[config.mk]
export PLATFORM = sky130hd
export DESIGN_NAME = coherent_sample_latch
export DESIGN_NICKNAME = d
export VERILOG_FILES = /design/src/rtl/shl_pkg.sv /design/src/rtl/shl_hold_fsm.sv /design/src/rtl/shl_read_track.sv /design/src/rtl/shl_byte_view.sv /design/src/rtl/coherent_sample_latch.sv
export SDC_FILE = /design/constraint.sdc
export NUM_CORES = 1
export LEC_CHECK = 0
export BUFFER_PORTS_ARGS = -buffer_cell sky130_fd_sc_hd__buf_2
export CORE_ASPECT_RATIO = 1.2
export CORE_MARGIN = 5
export CORE_UTILIZATION = 40
export DETAILED_ROUTE_END_ITERATION = 16
export GPL_ROUTABILITY_DRIVEN = 0
export PLACE_DENSITY = 0.73
export SYNTH_ARGS = -nofsm -noshare
export SYNTH_HDL_FRONTEND = slang
export SYNTH_SLANG_ARGS = --single-unit
[constraint.sdc]
create_clock -name clk -period 2 [get_ports clk]
set_clock_uncertainty 0.05 [all_clocks]
set_input_delay 0.5 -clock clk [delete_from_list [all_inputs] [get_ports clk]]
set_output_delay 0.5 -clock clk [all_outputs]
set_load 0.005 [all_outputs]
[src/rtl/shl_pkg.sv]
package shl_pkg;

    typedef enum logic [1:0] {
        ST_OPEN  = 2'd0,
        ST_HELD  = 2'd1,
        ST_READY = 2'd2
    } hold_state_e;

endpackage

[src/rtl/shl_hold_fsm.sv]
module shl_hold_fsm
    import shl_pkg::*;
(
    input  logic        clk,
    input  logic        rst_n,
    input  logic        trigger,
    input  logic        release_ok,
    input  logic        strobe,
    output logic        load,
    output logic        track_en,
    output hold_state_e state
);

    hold_state_e state_q;
    hold_state_e state_d;

    always_ff @(posedge clk or negedge rst_n) begin
        if (!rst_n) begin
            state_q <= ST_OPEN;
        end else begin
            state_q <= state_d;
        end
    end

    always_comb begin
        state_d  = state_q;
        load     = 1'b0;
        track_en = 1'b0;
        unique case (state_q)
            ST_OPEN: begin
                if (trigger) begin
                    // freeze: the read wins over a same-cycle strobe
                    state_d  = ST_HELD;
                    track_en = 1'b1;
                end else if (strobe) begin
                    load = 1'b1;
                end
            end
            ST_HELD: begin
                track_en = 1'b1;
                if (release_ok) begin
                    // release
                    state_d = ST_READY;
                end
            end
            ST_READY: begin
                if (strobe) begin
                    // reload
                    load    = 1'b1;
                    state_d = ST_OPEN;
                end
            end
            default: begin
                state_d = ST_OPEN;
            end
        endcase
    end

    assign state = state_q;

endmodule

[src/rtl/shl_read_track.sv]
module shl_read_track (
    input  logic clk,
    input  logic rst_n,
    input  logic byte_free,
    input  logic track_en,
    input  logic rd_hit,
    input  logic rd_hi,
    input  logic clear,
    output logic done_now
);

    logic hi_q, lo_q;
    logic hi_n, lo_n;

    assign hi_n     = hi_q | (track_en & rd_hit & rd_hi);
    assign lo_n     = lo_q | (track_en & rd_hit & ~rd_hi);
    assign done_now = byte_free ? (hi_n | lo_n) : (hi_n & lo_n);

    always_ff @(posedge clk or negedge rst_n) begin
        if (!rst_n) begin
            hi_q <= 1'b0;
            lo_q <= 1'b0;
        end else if (clear) begin
            hi_q <= 1'b0;
            lo_q <= 1'b0;
        end else begin
            hi_q <= hi_n;
            lo_q <= lo_n;
        end
    end

endmodule

[src/rtl/shl_byte_view.sv]
module shl_byte_view #(
    parameter int NCH = 2,
    parameter int DW  = 14,
    parameter int HIW = 10,
    parameter int CW  = 1
) (
    input  logic [NCH*DW-1:0] held_flat,
    input  logic [CW-1:0]     chan,
    input  logic              hi,
    input  logic              clear,
    output logic [HIW-1:0]    data
);

    localparam int LOW = DW - HIW;

    logic [DW-1:0] sel;

    always_comb begin
        sel = '0;
        for (int c = 0; c < NCH; c++) begin
            if (chan == CW'(c)) begin
                sel = held_flat[c*DW +: DW];
            end
        end
    end

    always_comb begin
        if (clear) begin
            data = '0;
        end else if (hi) begin
            data = sel[DW-1:LOW];
        end else begin
            data = {{(HIW-LOW){1'b0}}, sel[LOW-1:0]};
        end
    end

endmodule

[src/rtl/coherent_sample_latch.sv]
module coherent_sample_latch
    import shl_pkg::*;
#(
    parameter int  NCH = 2,
    parameter int  DW  = 14,
    parameter int  HIW = 10,
    localparam int CW  = (NCH > 1) ? $clog2(NCH) : 1
) (
    input  logic              clk,
    input  logic              rst_n,
    input  logic              byte_free,
    input  logic              chan_free,
    input  logic              filt_clear,
    input  logic              smp_valid,
    input  logic [NCH*DW-1:0] smp_data,
    input  logic              rd_en,
    input  logic [CW-1:0]     rd_chan,
    input  logic              rd_hi,
    output logic [HIW-1:0]    rd_data
);

    logic              both_free;
    logic              all_done;
    logic [NCH-1:0]    hit;
    logic [NCH-1:0]    trig;
    logic [NCH-1:0]    rel;
    logic [NCH-1:0]    load;
    logic [NCH-1:0]    track_en;
    logic [NCH-1:0]    done_now;
    hold_state_e       st     [NCH];
    logic [DW-1:0]     held_q [NCH];
    logic [NCH*DW-1:0] held_flat;

    assign both_free = byte_free & chan_free;
    assign all_done  = &done_now;

    for (genvar c = 0; c < NCH; c++) begin : g_ch
        assign hit[c]  = rd_en & (rd_chan == CW'(c));
        assign trig[c] = ~both_free & rd_en & (chan_free ? hit[c] : 1'b1);
        assign rel[c]  = both_free | (chan_free ? done_now[c] : all_done);

        shl_hold_fsm u_fsm (
            .clk        (clk),
            .rst_n      (rst_n),
            .trigger    (trig[c]),
            .release_ok (rel[c]),
            .strobe     (smp_valid),
            .load       (load[c]),
            .track_en   (track_en[c]),
            .state      (st[c])
        );

        shl_read_track u_trk (
            .clk       (clk),
            .rst_n     (rst_n),
            .byte_free (byte_free),
            .track_en  (track_en[c]),
            .rd_hit    (hit[c]),
            .rd_hi     (rd_hi),
            .clear     (load[c]),
            .done_now  (done_now[c])
        );

        always_ff @(posedge clk or negedge rst_n) begin
            if (!rst_n) begin
                held_q[c] <= '0;
            end else if (load[c]) begin
                held_q[c] <= smp_data[c*DW +: DW];
            end
        end

        assign held_flat[c*DW +: DW] = held_q[c];
    end

    shl_byte_view #(
        .NCH (NCH),
        .DW  (DW),
        .HIW (HIW),
        .CW  (CW)
    ) u_view (
        .held_flat (held_flat),
        .chan      (rd_chan),
        .hi        (rd_hi),
        .clear     (filt_clear),
        .data      (rd_data)
    );

endmodule

==> impl_metrics.env, run 1 <==
export IMPL_status="completed"
export IMPL_fillers=408
export IMPL_placed_area_um2=2165
export IMPL_wl_per_cell_um=15.47
export IMPL_critical_path_class="reg2out"
export IMPL_dr_pass1_iters=4
export IMPL_finalHoldViolCount=0
export IMPL_h_tree_depth=2
export IMPL_syn_instance_count=139
export IMPL_hpwl_um=2856
export IMPL_worst_hold_path_type="in2async"
export IMPL_ios=47
export IMPL_antenna_found_initial=0
export IMPL_maxCapViolCount=0
export IMPL_cpLargestDelayFamily="multiplexers"
export IMPL_ff2ff_setup_slack_ns=0.46
export IMPL_numCtsBuffers=5
export IMPL_synth_fp_nets=176
export IMPL_port_buffer_count=46
export IMPL_rsz0062_at_grt="false"
export IMPL_dieArea_um2=6178
export IMPL_place_ws_ns=-0.03993
export IMPL_p_per_area_nw_per_um2=1271
export IMPL_vias_per_cell=5.064
export IMPL_grt_pass1_wl_um=6216
export IMPL_period_minus_slack_ns=1.947
export IMPL_critPathLaunch="held_flat[19]"
export IMPL_ys_top_cells_by_area="dfrtp_1, mux2_4, mux2_2"
export IMPL_synth_area_um2=1881
export IMPL_clock_path_buffers=2
export IMPL_ys_types=35
export IMPL_drive_above_1_share=0.5313
export IMPL_tns_ns=0
export IMPL_cp_max_fo=2
export IMPL_synth_top_area_frac=0.4790
export IMPL_r2r_start="g_ch[1].u_trk.hi_q"
export IMPL_cts_setup_buffers=0
export IMPL_synth_seq_cells=36
export IMPL_path_cells="mux4_2 > nor2b_1 > buf_2"
export IMPL_cts_sinks=36
export IMPL_reg2reg_to="g_ch[0].u_fsm.state[1]"
export IMPL_leakagePower_nw=1.084
export IMPL_cts_root_buffer="clkbuf_8"
export IMPL_setup_viol=0
export IMPL_critPathCapture="rd_data[1]"
export IMPL_finalInstanceArea_um2=2258
export IMPL_drc_errors=0
export IMPL_grt_usage=0.1299
export IMPL_reg2reg_depth=4
export IMPL_start_util=0.4123
export IMPL_max_stage_delay_ns=0.46
export IMPL_nNetsFinal=228
export IMPL_worst_path_buf_inv=1
export IMPL_multi_input_area_um2=888.4
export IMPL_irDropWorstVdd_mv=0.3006
export IMPL_vias=1266
export IMPL_grt_max_degree=37
export IMPL_avgSynthCellArea_um2=13.53
export IMPL_yosysTopAreaCell="dfrtp_1"
export IMPL_synth_top_flop_cell="dfrtp_1"
export IMPL_endpoint_kind="output port"
export IMPL_layout_setup_ws_ns=0.05304
export IMPL_timing_fmax_ghz=0.5136
export IMPL_critPathArrivalTime_ns=1.40
export IMPL_cp_depth=3
export IMPL_placeableCoreArea_um2=4561
export IMPL_timing_final_crit_share=0.9735
export IMPL_path_clk_slew_ns=0.07
export IMPL_yosys_warnings=0
export IMPL_clk_latency_ns=0.29
export IMPL_grt_pass1_vias=1334
export IMPL_holdWs_ns=0.1914
export IMPL_cp_required_ns=1.45
export IMPL_synth_edf_count=0
export IMPL_cpMaxStageDelayCell="mux4_2"
export IMPL_tightest_slew_ns=0.4450
export IMPL_slew_headroom=0.7034
export IMPL_antenna_left=0
export IMPL_die_h_um=85.11
export IMPL_critPathLaunchType="flip-flop"
export IMPL_antenna_cells=0
export IMPL_seq_area_um2=900.9
export IMPL_grt_overflow=0
export IMPL_wl_um=3868
export IMPL_yosysSeqAreaShare=0.4790
export IMPL_synth_async_reset_ratio=1.000
export IMPL_die_w_um=72.59
export IMPL_syn_to_final_growth_pct=20.09
export IMPL_holdBufCountCts=0
export IMPL_drt_initial_drc_count=57
export IMPL_std_cell_rows=27
export IMPL_cts_tree="yes"
export IMPL_drv_slew=0
[repair_timing]
action / CTS / global route
endpoints found under the setup margin: 4 / 1
pin swaps: 0 / 0
resized for setup: 1 / 1
[kinds of logic after synthesis]
kind of cell	after synthesis	share of synthesized area
and+or+nand+nor	31	0.09647
buffers and inverters	11	0.04856
DFF	36	0.4790
muxes	40	0.2914
AOI/OAI and AO/OA	21	0.08449
[synthesized netlist by cell type, types with 2 or more instances]
cell type	n
nor2b_1	4
o21ba_2	2
mux4_2	4
a31oi_1	2
mux2_2	13
mux2_4	16
nor3_1	3
dfrtp_1	36
or2_2	2
nand2b_1	3
nor2_1	10
mux2i_1	6
inv_1	4
a21oi_1	3
a21o_1	2
o22ai_1	2
nand2_1	3
and3b_1	2
a211oi_1	2
buf_6	5
[placed cells by master, fill, tap and decap left out, drive strengths merged]
master / count
clkinv: 3
o21ba: 2
nor3: 3
a31o: 2
a31oi: 2
clkbuf: 5
nand3b: 1
nor2: 10
buf: 52
o41ai: 1
o32ai: 1
nor2b: 4
nand2: 3
mux2: 30
a211oi: 2
o22ai: 2
nand3: 1
a21oi: 4
mux4: 4
mux2i: 6
o31ai: 1
nor3b: 2
a21o: 2
dfrtp: 36
or2: 2
o21ai: 2
nand2b: 3
inv: 4
and3b: 2
[layout make-up]
cell class,instances,share of cell area
timing repair buffer,52,0.1302
inverter,4,0.006648
clock buffer,5,0.03047
clock inverter,3,0.008310
tap,58,0.03213
multi-input combinational,92,0.3934
sequential,36,0.3989
[stage by stage]
step	utilization	cells	total power [mW]
4_1_cts	0.4944	250	2.910
5_1_grt	0.4952	250	3.066
3_3_place_gp	0.4746	242	2.336
6_report	0.4952	250	2.872
2_1_floorplan	-	139	2.109
3_5_place_dp	0.4746	242	2.377
[routing by layer]
| layer | share of wire | global-route usage |
|---|---|---|
| met1 | 0.41 | 0.1564 |
| met5 | 0 | 0 |
| met2 | 0.52 | 0.2151 |
| met4 | 0.015 | 0.05705 |
| met3 | 0.056 | 0.03436 |
[where the power goes]
part	leakage (nW)	switching [mW]	internal [mW]
sequential	0.431	0.222	1.08
clock	0.0479	0.272	0.243
combinational	0.605	0.370	0.683
total	1.08	0.864	2.01
[state kept, by name, summed over array words and instances, names as in the netlist]
| register | cells |
|---|---|
| g_ch.u_fsm.state | 4 |
| g_ch.u_trk.hi_q | 2 |
| held_flat | 28 |
| g_ch.u_trk.lo_q | 2 |
[worst min-delay path by stage]
stage,startpoint,end,slack [ns],cells past startpoint
2_1_floorplan,rst_n,g_ch[0].u_fsm.state[0],0.15,0
3_3_place_gp,held_flat[5],held_flat[5],0.44,1
3_5_place_dp,held_flat[20],held_flat[20],0.44,1
4_1_cts,rst_n,held_flat[20],0.21,2
5_1_grt,rst_n,held_flat[1],0.23,2
6_report,rst_n,held_flat[1],0.19,2
Power figures use the tool's default switching activity.
==> run 2, diff against run 1 <==
Settings changed: PLACE_DENSITY 0.73 to default, PLACE_DENSITY_LB_ADDON from default to 0.25.
==> impl_metrics.env, run 2 (synthesis gave the netlist of run 1 again) <==
export IMPL_h_tree_depth=2
export IMPL_grt_pass1_vias=1365
export IMPL_rsz0062_at_grt="false"
export IMPL_grt_usage=0.1400
export IMPL_path_cells="mux4_2 > nor2b_1 > buf_2"
export IMPL_status="completed"
export IMPL_critPathArrivalTime_ns=1.39
export IMPL_antenna_found_initial=0
export IMPL_drt_initial_drc_count=45
export IMPL_max_stage_delay_ns=0.46
export IMPL_power_switching_uw=875.6
export IMPL_port_buffer_count=46
export IMPL_tns_ns=0
export IMPL_vias_per_cell=5.088
export IMPL_maxCapViolCount=0
export IMPL_grt_overflow=0
export IMPL_power_frac_seq=0.454
export IMPL_drv_slew=0
export IMPL_intPower_mw=2.018
export IMPL_reg2reg_depth=4
export IMPL_grt_max_degree=37
export IMPL_die_w_um=72.59
export IMPL_leakagePower_nw=1.084
export IMPL_wl_um=3941
export IMPL_endpoint_kind="output port"
export IMPL_slew_headroom=0.7062
export IMPL_start_util=0.4123
export IMPL_cts_sinks=36
export IMPL_grt_pass1_wl_um=6665
export IMPL_largest_register_ffs=28
export IMPL_setup_viol=0
export IMPL_ios=47
export IMPL_combPwrFrac=0.367
export IMPL_numCtsBuffers=5
export IMPL_clock_path_buffers=2
export IMPL_dieArea_um2=6178
export IMPL_place_ws_ns=-0.09395
export IMPL_critPathLaunchType="flip-flop"
export IMPL_pwr_share_clk=0.179
export IMPL_path_clk_slew_ns=0.07
export IMPL_dr_pass1_iters=4
export IMPL_reg2reg_to="g_ch[1].u_fsm.state[0]"
export IMPL_layout_commonest_cell="buf_2"
export IMPL_std_cell_rows=27
export IMPL_antenna_cells=0
export IMPL_clk_latency_ns=0.29
export IMPL_timing_final_crit_share=0.9693
export IMPL_hpwl_um=2965
export IMPL_nNetsFinal=228
export IMPL_r2r_start="g_ch[1].u_fsm.state[1]"
export IMPL_vias=1272
export IMPL_drive_above_1_share=0.5313
export IMPL_placeableCoreArea_um2=4561
export IMPL_fin_util=0.4952
export IMPL_syn_to_final_growth_pct=20.09
export IMPL_antenna_left=0
export IMPL_finalHoldViolCount=0
export IMPL_irDropWorstVdd_mv=0.4277
export IMPL_cts_root_buffer="clkbuf_8"
export IMPL_p_per_area_nw_per_um2=1281
export IMPL_wl_per_cell_um=15.76
export IMPL_worst_hold_path_type="in2async"
export IMPL_critical_path_class="reg2out"
export IMPL_drc_errors=0
export IMPL_cp_required_ns=1.45
export IMPL_period_minus_slack_ns=1.939
export IMPL_ff2ff_setup_slack_ns=0.44
export IMPL_timing_fmax_ghz=0.5159
export IMPL_cp_max_fo=2
export IMPL_cts_tree="yes"
export IMPL_switching_share=0.3026
export IMPL_layout_setup_ws_ns=0.06148
export IMPL_die_h_um=85.11
export IMPL_tightest_slew_ns=0.4407
export IMPL_cpMaxStageDelayCell="mux4_2"
export IMPL_layout_common_cells="buf_2, dfrtp_1, mux2_4"
## run 2: cell counts in the layout (fill, tap and decap cells not counted)
Identical to the previous run, type by type.
## run 2: stage by stage
stage                     hold WS [ns]  std cells  instance area [um^2]  power [mW]
after global placement          0.4371        241                  2157       2.342
final                           0.1884        250                  2258       2.894
after detailed placement        0.4475        241                  2157       2.383
after floorplan                 0.1544        139                  1881       2.109
after global routing            0.2260        250                  2258       3.092
after CTS                       0.1960        249                  2247       2.912
## run 2: routing by layer
layer,part of all wire,global-route usage,up-vias
li1,-,-,603
met1,0.41,0.1674,618
met2,0.49,0.2200,43
met3,0.076,0.05450,8
met4,0.019,0.06376,0
met5,0,0,-
## run 2: how the worst max path moves through the flow
| stage | to | slack [ns] | start |
|---|---|---|---|
| CTS | rd_data[0] | 0.03 | rd_chan |
| detailed placement | g_ch[1].u_fsm.state[0] | -0.09 | rd_chan |
| finish | rd_data[3] | 0.06 | held_flat[21] |
| global placement | g_ch[1].u_fsm.state[0] | -0.06 | rd_chan |
| floorplan | rd_data[2] | 0.04 | rd_chan |
| global route | rd_data[0] | 0.002 | held_flat[4] |
## run 2: power groups by stage
stage | registers (mW) | logic, mW | clock network (mW)
5_1_grt | 1.37 | 1.17 | 0.560
6_report | 1.31 | 1.06 | 0.517
2_1_floorplan | 1.24 | 0.865 | 0
3_3_place_gp | 1.31 | 1.03 | 0
3_5_place_dp | 1.33 | 1.06 | 0
4_1_cts | 1.32 | 1.06 | 0.531
## run 2: repair_timing
item | CTS | global route
setup buffers | 0 | 1
setup endpoints to repair | 4 | 2
gates cloned | 0 | 0
resized for setup | 1 | 1
hold buffers | 0 | 0
## run 2: cell type report
class / instances / area (um^2)
Clock inverter: 3 / 18.77
Multi-Input combinational cell: 92 / 888.4
Inverter: 4 / 15.01
Timing Repair Buffer: 52 / 294.0
Tap cell: 58 / 72.57
Fill cell: 431 / 2302
Sequential cell: 36 / 900.9
Clock buffer: 5 / 68.82
## run 2: critical path, delay by kind of cell (launching register included)
family	cells	cell delay, ns
buffers and inverters	1	0.12
DFF	1	0.39
muxes	1	0.46
and+or+nand+nor	1	0.14
